## src/rtl/serial_cfg_pkg.sv

```systemverilog
package serial_cfg_pkg;
    localparam int unsigned PAY_W   = 27;
    localparam int unsigned ADR_W   = 4;
    localparam int unsigned FRM_W   = 1 + ADR_W + PAY_W;
    localparam int unsigned CNT_MAX = FRM_W + 1;
    localparam int unsigned CNT_W   = $clog2(CNT_MAX + 1);

    typedef struct packed {
        logic             is_read;
        logic [ADR_W-1:0] addr;
        logic [PAY_W-1:0] data;
    } frame_t;
endpackage

```

## src/rtl/cfg_sync.sv

```systemverilog
module cfg_sync #(
    parameter int unsigned WIDTH  = 3,
    parameter int unsigned STAGES = 2
) (
    input  logic             clk,
    input  logic             rst_n,
    input  logic [WIDTH-1:0] async_i,
    output logic [WIDTH-1:0] sync_o
);
    logic [STAGES-1:0][WIDTH-1:0] chain_d, chain_q;

    always_comb begin
        chain_d[0] = async_i;
        for (int s = 1; s < STAGES; s++) begin
            chain_d[s] = chain_q[s-1];
        end
    end

    always_ff @(posedge clk or negedge rst_n) begin
        if (!rst_n) chain_q <= '0;
        else        chain_q <= chain_d;
    end

    assign sync_o = chain_q[STAGES-1];
endmodule

```

## src/rtl/cfg_frame_rx.sv

```systemverilog
module cfg_frame_rx
    import serial_cfg_pkg::*;
(
    input  logic   clk,
    input  logic   rst_n,
    input  logic   sclk_s,
    input  logic   sdi_s,
    input  logic   le_s,
    output logic   shift_en_o,
    output logic   frm_valid_o,
    output frame_t frm_o
);
    typedef struct packed {
        logic             sclk_prev;
        logic             le_prev;
        logic [FRM_W-1:0] shreg;
        logic [CNT_W-1:0] cnt;
        logic             valid;
        frame_t           frm;
    } rx_state_t;

    rx_state_t st_d, st_q;
    logic sclk_rise, le_rise;

    always_comb begin
        st_d       = st_q;
        st_d.valid = 1'b0;
        sclk_rise  = sclk_s & ~st_q.sclk_prev;
        le_rise    = le_s & ~st_q.le_prev;
        st_d.sclk_prev = sclk_s;
        st_d.le_prev   = le_s;
        if (sclk_rise && !le_s) begin
            st_d.shreg = {st_q.shreg[FRM_W-2:0], sdi_s};
            if (st_q.cnt != CNT_W'(CNT_MAX)) st_d.cnt = st_q.cnt + 1'b1;
        end
        if (le_rise) begin
            st_d.cnt = '0;
            if (st_q.cnt == CNT_W'(FRM_W)) begin
                st_d.valid = 1'b1;
                st_d.frm   = frame_t'(st_q.shreg);
            end
        end
    end

    always_ff @(posedge clk or negedge rst_n) begin
        if (!rst_n) st_q <= '0;
        else        st_q <= st_d;
    end

    assign shift_en_o  = sclk_rise & ~le_s;
    assign frm_valid_o = st_q.valid;
    assign frm_o       = st_q.frm;

    assert_cnt_bound_R2: assert property (@(posedge clk) disable iff (!rst_n)
        st_q.cnt <= CNT_W'(CNT_MAX));
    assert_len_gate_R2: assert property (@(posedge clk) disable iff (!rst_n)
        st_q.valid |-> ($past(st_q.cnt) == CNT_W'(FRM_W)));
endmodule

```

## src/rtl/cfg_regbank.sv

```systemverilog
module cfg_regbank
    import serial_cfg_pkg::*;
#(
    parameter int unsigned          NUM_RW    = 10,
    parameter logic [NUM_RW-1:0]    DBUF_MASK = 10'b00_0000_1110
) (
    input  logic                    clk,
    input  logic                    rst_n,
    input  logic                    frm_valid_i,
    input  frame_t                  frm_i,
    output logic [NUM_RW*PAY_W-1:0] live_o,
    output logic                    cal_start_o
);
    typedef struct packed {
        logic [NUM_RW-1:0][PAY_W-1:0] live;
        logic [NUM_RW-1:0][PAY_W-1:0] shadow;
        logic [NUM_RW-1:0]            pend;
        logic                         cal;
    } bank_t;

    bank_t bk_d, bk_q;
    logic  is_write;

    always_comb begin
        bk_d     = bk_q;
        bk_d.cal = 1'b0;
        is_write = frm_valid_i && !frm_i.is_read;
        if (is_write && (frm_i.addr == '0)) begin
            bk_d.live[0] = frm_i.data;
            for (int i = 1; i < NUM_RW; i++) begin
                if (bk_q.pend[i]) bk_d.live[i] = bk_q.shadow[i];
            end
            bk_d.pend = '0;
            bk_d.cal  = 1'b1;
        end else if (is_write) begin
            for (int i = 1; i < NUM_RW; i++) begin
                if (frm_i.addr == ADR_W'(i)) begin
                    if (DBUF_MASK[i] && frm_i.data[PAY_W-1]) begin
                        bk_d.shadow[i] = frm_i.data;
                        bk_d.pend[i]   = 1'b1;
                    end else begin
                        bk_d.live[i] = frm_i.data;
                    end
                end
            end
        end
    end

    always_ff @(posedge clk or negedge rst_n) begin
        if (!rst_n) bk_q <= '0;
        else        bk_q <= bk_d;
    end

    assign live_o      = bk_q.live;
    assign cal_start_o = bk_q.cal;

    assert_cal_single_R6: assert property (@(posedge clk) disable iff (!rst_n)
        bk_q.cal |=> !bk_q.cal);
    assert_commit_clears_R5: assert property (@(posedge clk) disable iff (!rst_n)
        bk_q.cal |-> (bk_q.pend == '0));
    assert_idle_stable_R3: assert property (@(posedge clk) disable iff (!rst_n)
        !frm_valid_i |=> ($stable(bk_q.live) && $stable(bk_q.pend)));
    assert_ignored_addr_R7: assert property (@(posedge clk) disable iff (!rst_n)
        (frm_valid_i && (frm_i.addr >= ADR_W'(NUM_RW))) |=>
            ($stable(bk_q.live) && $stable(bk_q.shadow) && !bk_q.cal));
endmodule

```

## src/rtl/cfg_readout.sv

```systemverilog
module cfg_readout
    import serial_cfg_pkg::*;
(
    input  logic             clk,
    input  logic             rst_n,
    input  logic             load_en_i,
    input  logic [PAY_W-1:0] load_val_i,
    input  logic             shift_en_i,
    output logic             sdo_o
);
    logic [PAY_W-1:0] sh_d, sh_q;

    always_comb begin
        sh_d = sh_q;
        if (load_en_i)       sh_d = load_val_i;
        else if (shift_en_i) sh_d = {sh_q[PAY_W-2:0], 1'b0};
    end

    always_ff @(posedge clk or negedge rst_n) begin
        if (!rst_n) sh_q <= '0;
        else        sh_q <= sh_d;
    end

    assign sdo_o = sh_q[PAY_W-1];
endmodule

```

## src/rtl/serial_cfg_regs.sv

```systemverilog
module serial_cfg_regs
    import serial_cfg_pkg::*;
#(
    parameter int unsigned       NUM_RW      = 10,
    parameter int unsigned       NUM_RO      = 2,
    parameter logic [NUM_RW-1:0] DBUF_MASK   = 10'b00_0000_1110,
    parameter int unsigned       SYNC_STAGES = 2
) (
    input  logic                    clk,
    input  logic                    rst_n,
    input  logic                    sclk_i,
    input  logic                    sdi_i,
    input  logic                    le_i,
    input  logic [NUM_RO*PAY_W-1:0] status_i,
    output logic                    sdo_o,
    output logic [NUM_RW*PAY_W-1:0] live_o,
    output logic                    cal_start_o
);
    localparam int unsigned NUM_LOC = NUM_RW + NUM_RO;

    logic [2:0]       pins_s;
    logic             shift_en, frm_valid;
    frame_t           frm;
    logic [PAY_W-1:0] rd_word;

    cfg_sync #(.WIDTH(3), .STAGES(SYNC_STAGES)) u_sync (
        .clk     (clk),
        .rst_n   (rst_n),
        .async_i ({sclk_i, sdi_i, le_i}),
        .sync_o  (pins_s)
    );

    cfg_frame_rx u_rx (
        .clk         (clk),
        .rst_n       (rst_n),
        .sclk_s      (pins_s[2]),
        .sdi_s       (pins_s[1]),
        .le_s        (pins_s[0]),
        .shift_en_o  (shift_en),
        .frm_valid_o (frm_valid),
        .frm_o       (frm)
    );

    cfg_regbank #(.NUM_RW(NUM_RW), .DBUF_MASK(DBUF_MASK)) u_bank (
        .clk         (clk),
        .rst_n       (rst_n),
        .frm_valid_i (frm_valid),
        .frm_i       (frm),
        .live_o      (live_o),
        .cal_start_o (cal_start_o)
    );

    always_comb begin
        rd_word = '0;
        if (frm.is_read) begin
            for (int i = 0; i < NUM_LOC; i++) begin
                if (frm.addr == ADR_W'(i)) begin
                    if (i < NUM_RW) rd_word = live_o[i*PAY_W +: PAY_W];
                    else            rd_word = status_i[(i-NUM_RW)*PAY_W +: PAY_W];
                end
            end
        end
    end

    cfg_readout u_rdo (
        .clk        (clk),
        .rst_n      (rst_n),
        .load_en_i  (frm_valid),
        .load_val_i (rd_word),
        .shift_en_i (shift_en),
        .sdo_o      (sdo_o)
    );

    assert_write_quiet_sdo_R8: assert property (@(posedge clk) disable iff (!rst_n)
        (frm_valid && !frm.is_read) |=> !sdo_o);
    assert_read_keeps_live_R8: assert property (@(posedge clk) disable iff (!rst_n)
        (frm_valid && frm.is_read) |=> ($stable(live_o) && !cal_start_o));
endmodule

```

## config.mk

```make
export PLATFORM = sky130hd
export DESIGN_NAME = serial_cfg_regs
export DESIGN_NICKNAME = d
export VERILOG_FILES = /design/src/rtl/serial_cfg_pkg.sv /design/src/rtl/cfg_sync.sv /design/src/rtl/cfg_frame_rx.sv /design/src/rtl/cfg_regbank.sv /design/src/rtl/cfg_readout.sv /design/src/rtl/serial_cfg_regs.sv
export SDC_FILE = /design/constraint.sdc
export NUM_CORES = 1
export LEC_CHECK = 0
export BUFFER_PORTS_ARGS = -buffer_cell sky130_fd_sc_hd__buf_2
export CAP_MARGIN = 10
export CORE_MARGIN = 5
export CORE_UTILIZATION = 40
export CTS_BUF_LIST = sky130_fd_sc_hd__clkbuf_16
export CTS_CLUSTER_DIAMETER = 200
export CTS_CLUSTER_SIZE = 10
export DETAILED_ROUTE_END_ITERATION = 12
export SETUP_SLACK_MARGIN = 0.5
export SLEW_MARGIN = 20
export SYNTH_ARGS = -nofsm -noshare
export SYNTH_HDL_FRONTEND = slang
export SYNTH_SLANG_ARGS = --single-unit
```

## constraint.sdc

```tcl
create_clock -name clk -period 2.3 [get_ports clk]
set_input_delay 0.46 -clock clk [delete_from_list [all_inputs] [get_ports clk]]
set_output_delay 0.46 -clock clk [all_outputs]
set_load 0.02 [all_outputs]
```

# Word-level counts from Yosys, hierarchy flattened
# Index checks and enable logic that the tools add are counted.
[totals]
register_bits = 461
output_inout_bits = 272
input_bits = 59
wordCells = 131
[op_classes]
n_mux = 41
eq_ne = 17
reduce_logical = 37
addsub = 1
bitwise = 7
[op_table]
columns = ["operator", "n"]
rows = [
  ["27-bit two-way mux", 28],
  ["243-bit two-way mux", 2],
  ["39-bit two-way mux", 1],
  ["33-bit two-way mux", 1],
  ["2-bit nonzero test", 14],
  ["3-bit AND reduction", 9],
  ["4-bit AND reduction", 6],
  ["4-bit by 3-bit == test with 1-bit output (second input constant)", 4],
  ["4-bit == test (second input constant)", 4],
  ["6-bit two-way mux", 2],
  ["4-bit by 2-bit == test with 1-bit output (second input constant)", 2],
  ["2-bit by 1-bit != test with 1-bit output (second input constant)", 4],
  ["6-bit by 1-bit adder with 6-bit output (second input constant)", 1],
  ["6-bit == test (second input constant)", 1],
  ["3-bit two-way mux", 2],
  ["6-bit != test (second input constant)", 1],
  ["1-bit two-way mux", 5],
  ["4-bit by 1-bit == test with 1-bit output (second input constant)", 1],
  ["4-bit zero test", 1],
  ["1-bit NOT", 4],
  ["2-bit AND reduction", 2],
  ["1-bit bitwise AND", 3],
  ["1-bit logical AND", 3],
  ["1-bit zero test", 2],
]

# Depth between registers and ports, before layout
[logic_depth]
word_depth = 15
depth_mapped = 9
ltp_nobuf = 6

# Hierarchy
# From an unflattened synthesis, not the netlist that was laid out.
[hier_totals]
hier_cells = 1978
area_unflattened_um2 = 24164.4
[by_module_without_submodules]
columns = ["mod", "cells_each", "instances", "seq_area_each_um2", "area_each_um2"]
rows = [
  ["cfg_regbank", 1193, 1, 8883.5, 16360.7],
  ["cfg_frame_rx", 209, 1, 1826.8, 3235.6],
  ["serial_cfg_regs", 453, 1, 0.0, 3155.5],
  ["cfg_readout", 117, 1, 675.6, 1262.5],
  ["cfg_sync", 6, 1, 150.1, 150.1],
]

# Worst setup path after synthesis
# No wires, ideal clock.
[synth_path]
kind = "flip-flop to flip-flop"
start = "register u_rx.st_q (netlist bit u_rx.frm_o[31])"
end = "register u_bank.bk_q (netlist bit u_bank.live_o[21])"
setup_time_ns = 0.125
synth_period_minus_slack_ns = 2.056
stages_incl_launch_ff = 8
setup_slack_ns = 0.244
t_required_ns = 2.175
n_path_buf = 4
arrival_ns = 1.931
cell_sequence = "dfrtp_1 > buf_2 > or4b_1 > buf_4 > nor2_4 > buf_4 > buf_2 > mux2_2"
[synth_via]
elab_chain_len = 3
[synth_rtl]
columns = ["element", "line_no", "text"]
rows = [
  ["start, declared", "cfg_frame_rx.sv:22", "rx_state_t st_d, st_q;"],
  ["start signal, assigned", "cfg_frame_rx.sv:47", "else st_q <= st_d;"],
  ["1-bit zero test", "cfg_regbank.sv:27", "is_write = frm_valid_i && !frm_i.is_read;"],
  ["1-bit logical AND", "cfg_regbank.sv:27", ""],
  ["1-bit logical AND", "cfg_regbank.sv:28", "if (is_write && (frm_i.addr == '0)) begin"],
  ["end signal, assigned", "cfg_regbank.sv:51", "else bk_q <= bk_d;"],
  ["end, declared", "cfg_regbank.sv:21", "bank_t bk_d, bk_q;"],
]
# Every way passes these cells.
# A chain may end at the register's enable or synchronous reset.

# Worst setup path in the final report
[layout_path]
start = "register u_rx.st_q (netlist bit u_rx.frm_o[30])"
end = "register u_bank.bk_q (netlist bit u_bank.live_o[15])"
[layout_via]
elab_chain_len = 2
[layout_rtl]
columns = ["element", "line_no"]
rows = [
  ["4-bit zero test", "cfg_regbank.sv:28"],
  ["1-bit logical AND", "cfg_regbank.sv:28"],
]
# Every way passes these cells.

==> flow_metrics.py <==
metrics = {
    "grt": {
        "grt_pass1_wl_um": 123000,
        "grt_max_degree": 90,
        "grt_pass1_vias": 18300,
        "grt_antenna_before_repair": 1,
        "grt-ovfl-total": 0,
        "grtUsageTotal_pct": 25.1,
    },
    "cells_and_area": {
        "post-route-cell-area_um2": 29600,
        "layout_commonest_cell": "dfrtp_1",
        "syn2layout_area_growth_pct": 25.6,
        "drive_above_1_share_pct": 46.4,
        "seq_area_um2": 11500,
        "final-instance-count-excl-fill": 3243,
        "nFillCells": 5084,
        "multi_input_area_um2": 10600,
        "final_nets": 2526,
        "final_cell_mix": "dfrtp_1, buf_2, nand2_1",
    },
    "timing": {
        "fin_skew_ns": 0.0188,
        "maxSlewHeadroom_pct": 53.9,
        "rsz0062_at_grt": "true",
        "finalHoldViolations": 0,
        "setup_viol": 0,
        "fin_crit_sh_pct": 97.2,
        "fmax_mhz": 447,
        "tns_ns": 0,
        "period_needed_ns": 2.24,
        "slew_violations": 0,
        "whs_ns": 0.240,
        "tightestPinTransition_ns": 0.691,
    },
    "worst_setup_path": {
        "cp.required_ns": 2.79,
        "arrival_ns": 2.72,
        "start_kind": "register",
        "critPathKind": "reg -> reg",
        "end_kind": "register",
        "crit_fanout": 8,
    },
    "floorplan": {
        "die_w_um": 253,
        "io_pins": 331,
        "coreArea_um2": 58700,
        "die_h_um": 253,
        "start_util_pct": 40.2,
        "die_area_um2": 63900,
        "rows": 89,
    },
    "synth": {
        "synth_ff_type": "dfrtp_1",
        "ys_seq_area_share_pct": 49.0,
        "ys_ff_latch": 461,
        "syn_inst": 2245,
        "synth-async-reset-ratio_pct": 100,
        "synth_edf_count": 0,
        "synth_nets": 2307,
        "synth_cell_type_count": 67,
        "syn_area_um2": 23600,
        "yosysWarningCount": 0,
        "avgSynthCellArea_um2": 10.5,
    },
    "clock_tree": {
        "cts_tree": "done",
        "cts_max_level": 2,
        "clock-sinks": 461,
        "cts.clk_slew.worst_paths_ns": 0.06,
        "clock_latency_ns": 0.61,
        "cts_made_buffers": 52,
        "cts_buffer_depth": 3,
        "clockRootBuffer": "clkbuf_16",
    },
    "status": {
        "status": "complete, no violations",
    },
    "pwr": {
        "power_w": 0.0162,
        "power.density_nw_per_um2": 549,
        "p_leak_nw": 14.5,
        "ir_drop_v": 0.000521,
    },
    "place": {
        "post-place-cells": 3072,
        "dp_hpwl_um": 57300,
        "port_buffers": 330,
        "placed_area_um2": 25300,
        "gp_congestion": 0.893,
    },
    "drt": {
        "viasPerCell": 5.66,
        "wl_um": 85000,
        "wl_per_cell_um": 26.2,
        "drc": 0,
        "drtIter0Drc": 1605,
        "first_pass_iters": 5,
        "vias": 18300,
        "ant_nets": 0,
    },
    "worst_hold_path": {
        "hold_class": "in -> reg",
    },
    "job": {
        "drv_cap": 0,
    },
}
## Yosys cell counts (14+ instances only)
library cell,number,area (um2)
clkbuf_1,92,345
nor2b_1,61,382
o211ai_1,18,135
nand2b_1,26,163
nand2_1,259,972
a221oi_1,18,158
o22ai_1,20,125
a2111oi_0,17,149
buf_2,48,240
o2bb2ai_1,14,123
mux2_2,242,2730
o21ai_0,85,425
buf_4,275,2060
a211oi_1,20,150
mux2i_1,77,771
o311ai_0,15,131
nor2_1,96,360
nand3_1,17,85.1
dfrtp_1,461,11500
mux2_4,17,255
a21oi_1,190,951
nor3_1,22,110
## sequential cells by signal, indices dropped and copies added (netlist names)
| name | count |
|---|---|
| u_bank.live_o | 270 |
| u_bank.bk_q | 84 |
| u_rx.st_q | 40 |
| u_rx.frm_o | 32 |
| u_rdo.sh_q | 27 |
| u_sync.chain_d | 3 |
| u_sync.sync_o | 3 |
| u_bank.cal_start_o | 1 |
| u_rx.frm_valid_o | 1 |
## cell families after synthesis
kind of cell               share of synthesized area [%]
AOI/OAI and AO/OA                                   12.0
xor gates and xnor gates                           0.149
adders and majority gates                          0.159
buffers and inverters                               12.2
DFF                                                 49.0
muxes                                               16.1
and+or+nand+nor                                     10.5
## timing repair
item | in CTS | in global routing
buffers inserted | 59 | 23
endpoints found under the hold margin | 26 | 0
resized for setup | 225 | 145
cloned | 15 | 10
pin swaps | 49 | 50
endpoints found under the setup margin | 406 | 422
hold buffers | 4 | 0
## area by class of cell
class                           instances  area share [%]
Tap cell                              773            3.27
Sequential cell                       461            39.0
Multi-Input combinational cell       1336            35.9
Antenna cell                            1         0.00846
Timing Repair Buffer                  600            17.1
Clock buffer                           52            4.40
Clock inverter                          7           0.220
Inverter                               13           0.165
## report_power, final
part,switching (W),internal (W)
combinational,0.000374,0.000218
clock,0.00324,0.00400
sequential,0.000143,0.00828
## worst paths after layout
| path | start | to | slack (ns) | cells after the start |
|---|---|---|---|---|
| hold / removal | status_i[35] | u_rdo.sh_q[8] | 0.24 | 3 |
| setup reg to reg | u_rx.frm_o[30] | u_bank.live_o[15] | 0.06 | 9 |
| setup / recovery | u_rx.frm_o[30] | u_bank.live_o[15] | 0.06 | 9 |
| min in group asynchronous | rst_n | u_bank.live_o[220] | 0.35 | 2 |
| max in group asynchronous | rst_n | u_bank.bk_q[59] | 1.13 | 3 |
| hold reg to reg | u_sync.chain_d[4] | u_sync.sync_o[1] | 0.35 | 0 |
## critical path, cell delays in order (launching register included)
cell and delay [ns]:
dfrtp_1 0.40, buf_6 0.12, or4b_4 0.50, buf_8 0.16
nor2_4 0.12, buf_6 0.13, buf_12 0.13, buf_12 0.15
buf_6 0.11, mux2_4 0.29
## layer usage
| metal | wire [um] | global-route usage (%) | part of all wire (%) | vias to the layer above |
|---|---|---|---|---|
| met2 | 39600 | 39.7 | 47 | 779 |
| met4 | 3720 | 9.25 | 4.4 | 2 |
| met1 | 34900 | 34.5 | 41 | 9407 |
| met3 | 6720 | 5.12 | 7.9 | 181 |
| met5 | 8 | 0 | 0.0094 | - |
| li1 | - | - | - | 7980 |
## metrics by stage
stage | setup WS [ns] | utilization, %
5_1_grt | 0.0368 | 50.4
2_1_floorplan | 0.297 | -
3_5_place_dp | -0.354 | 43.1
4_1_cts | 0.108 | 48.6
6_report | 0.0639 | 50.4
3_3_place_gp | -0.366 | 43.1
Note: power is estimated with default switching activity, not from simulation.
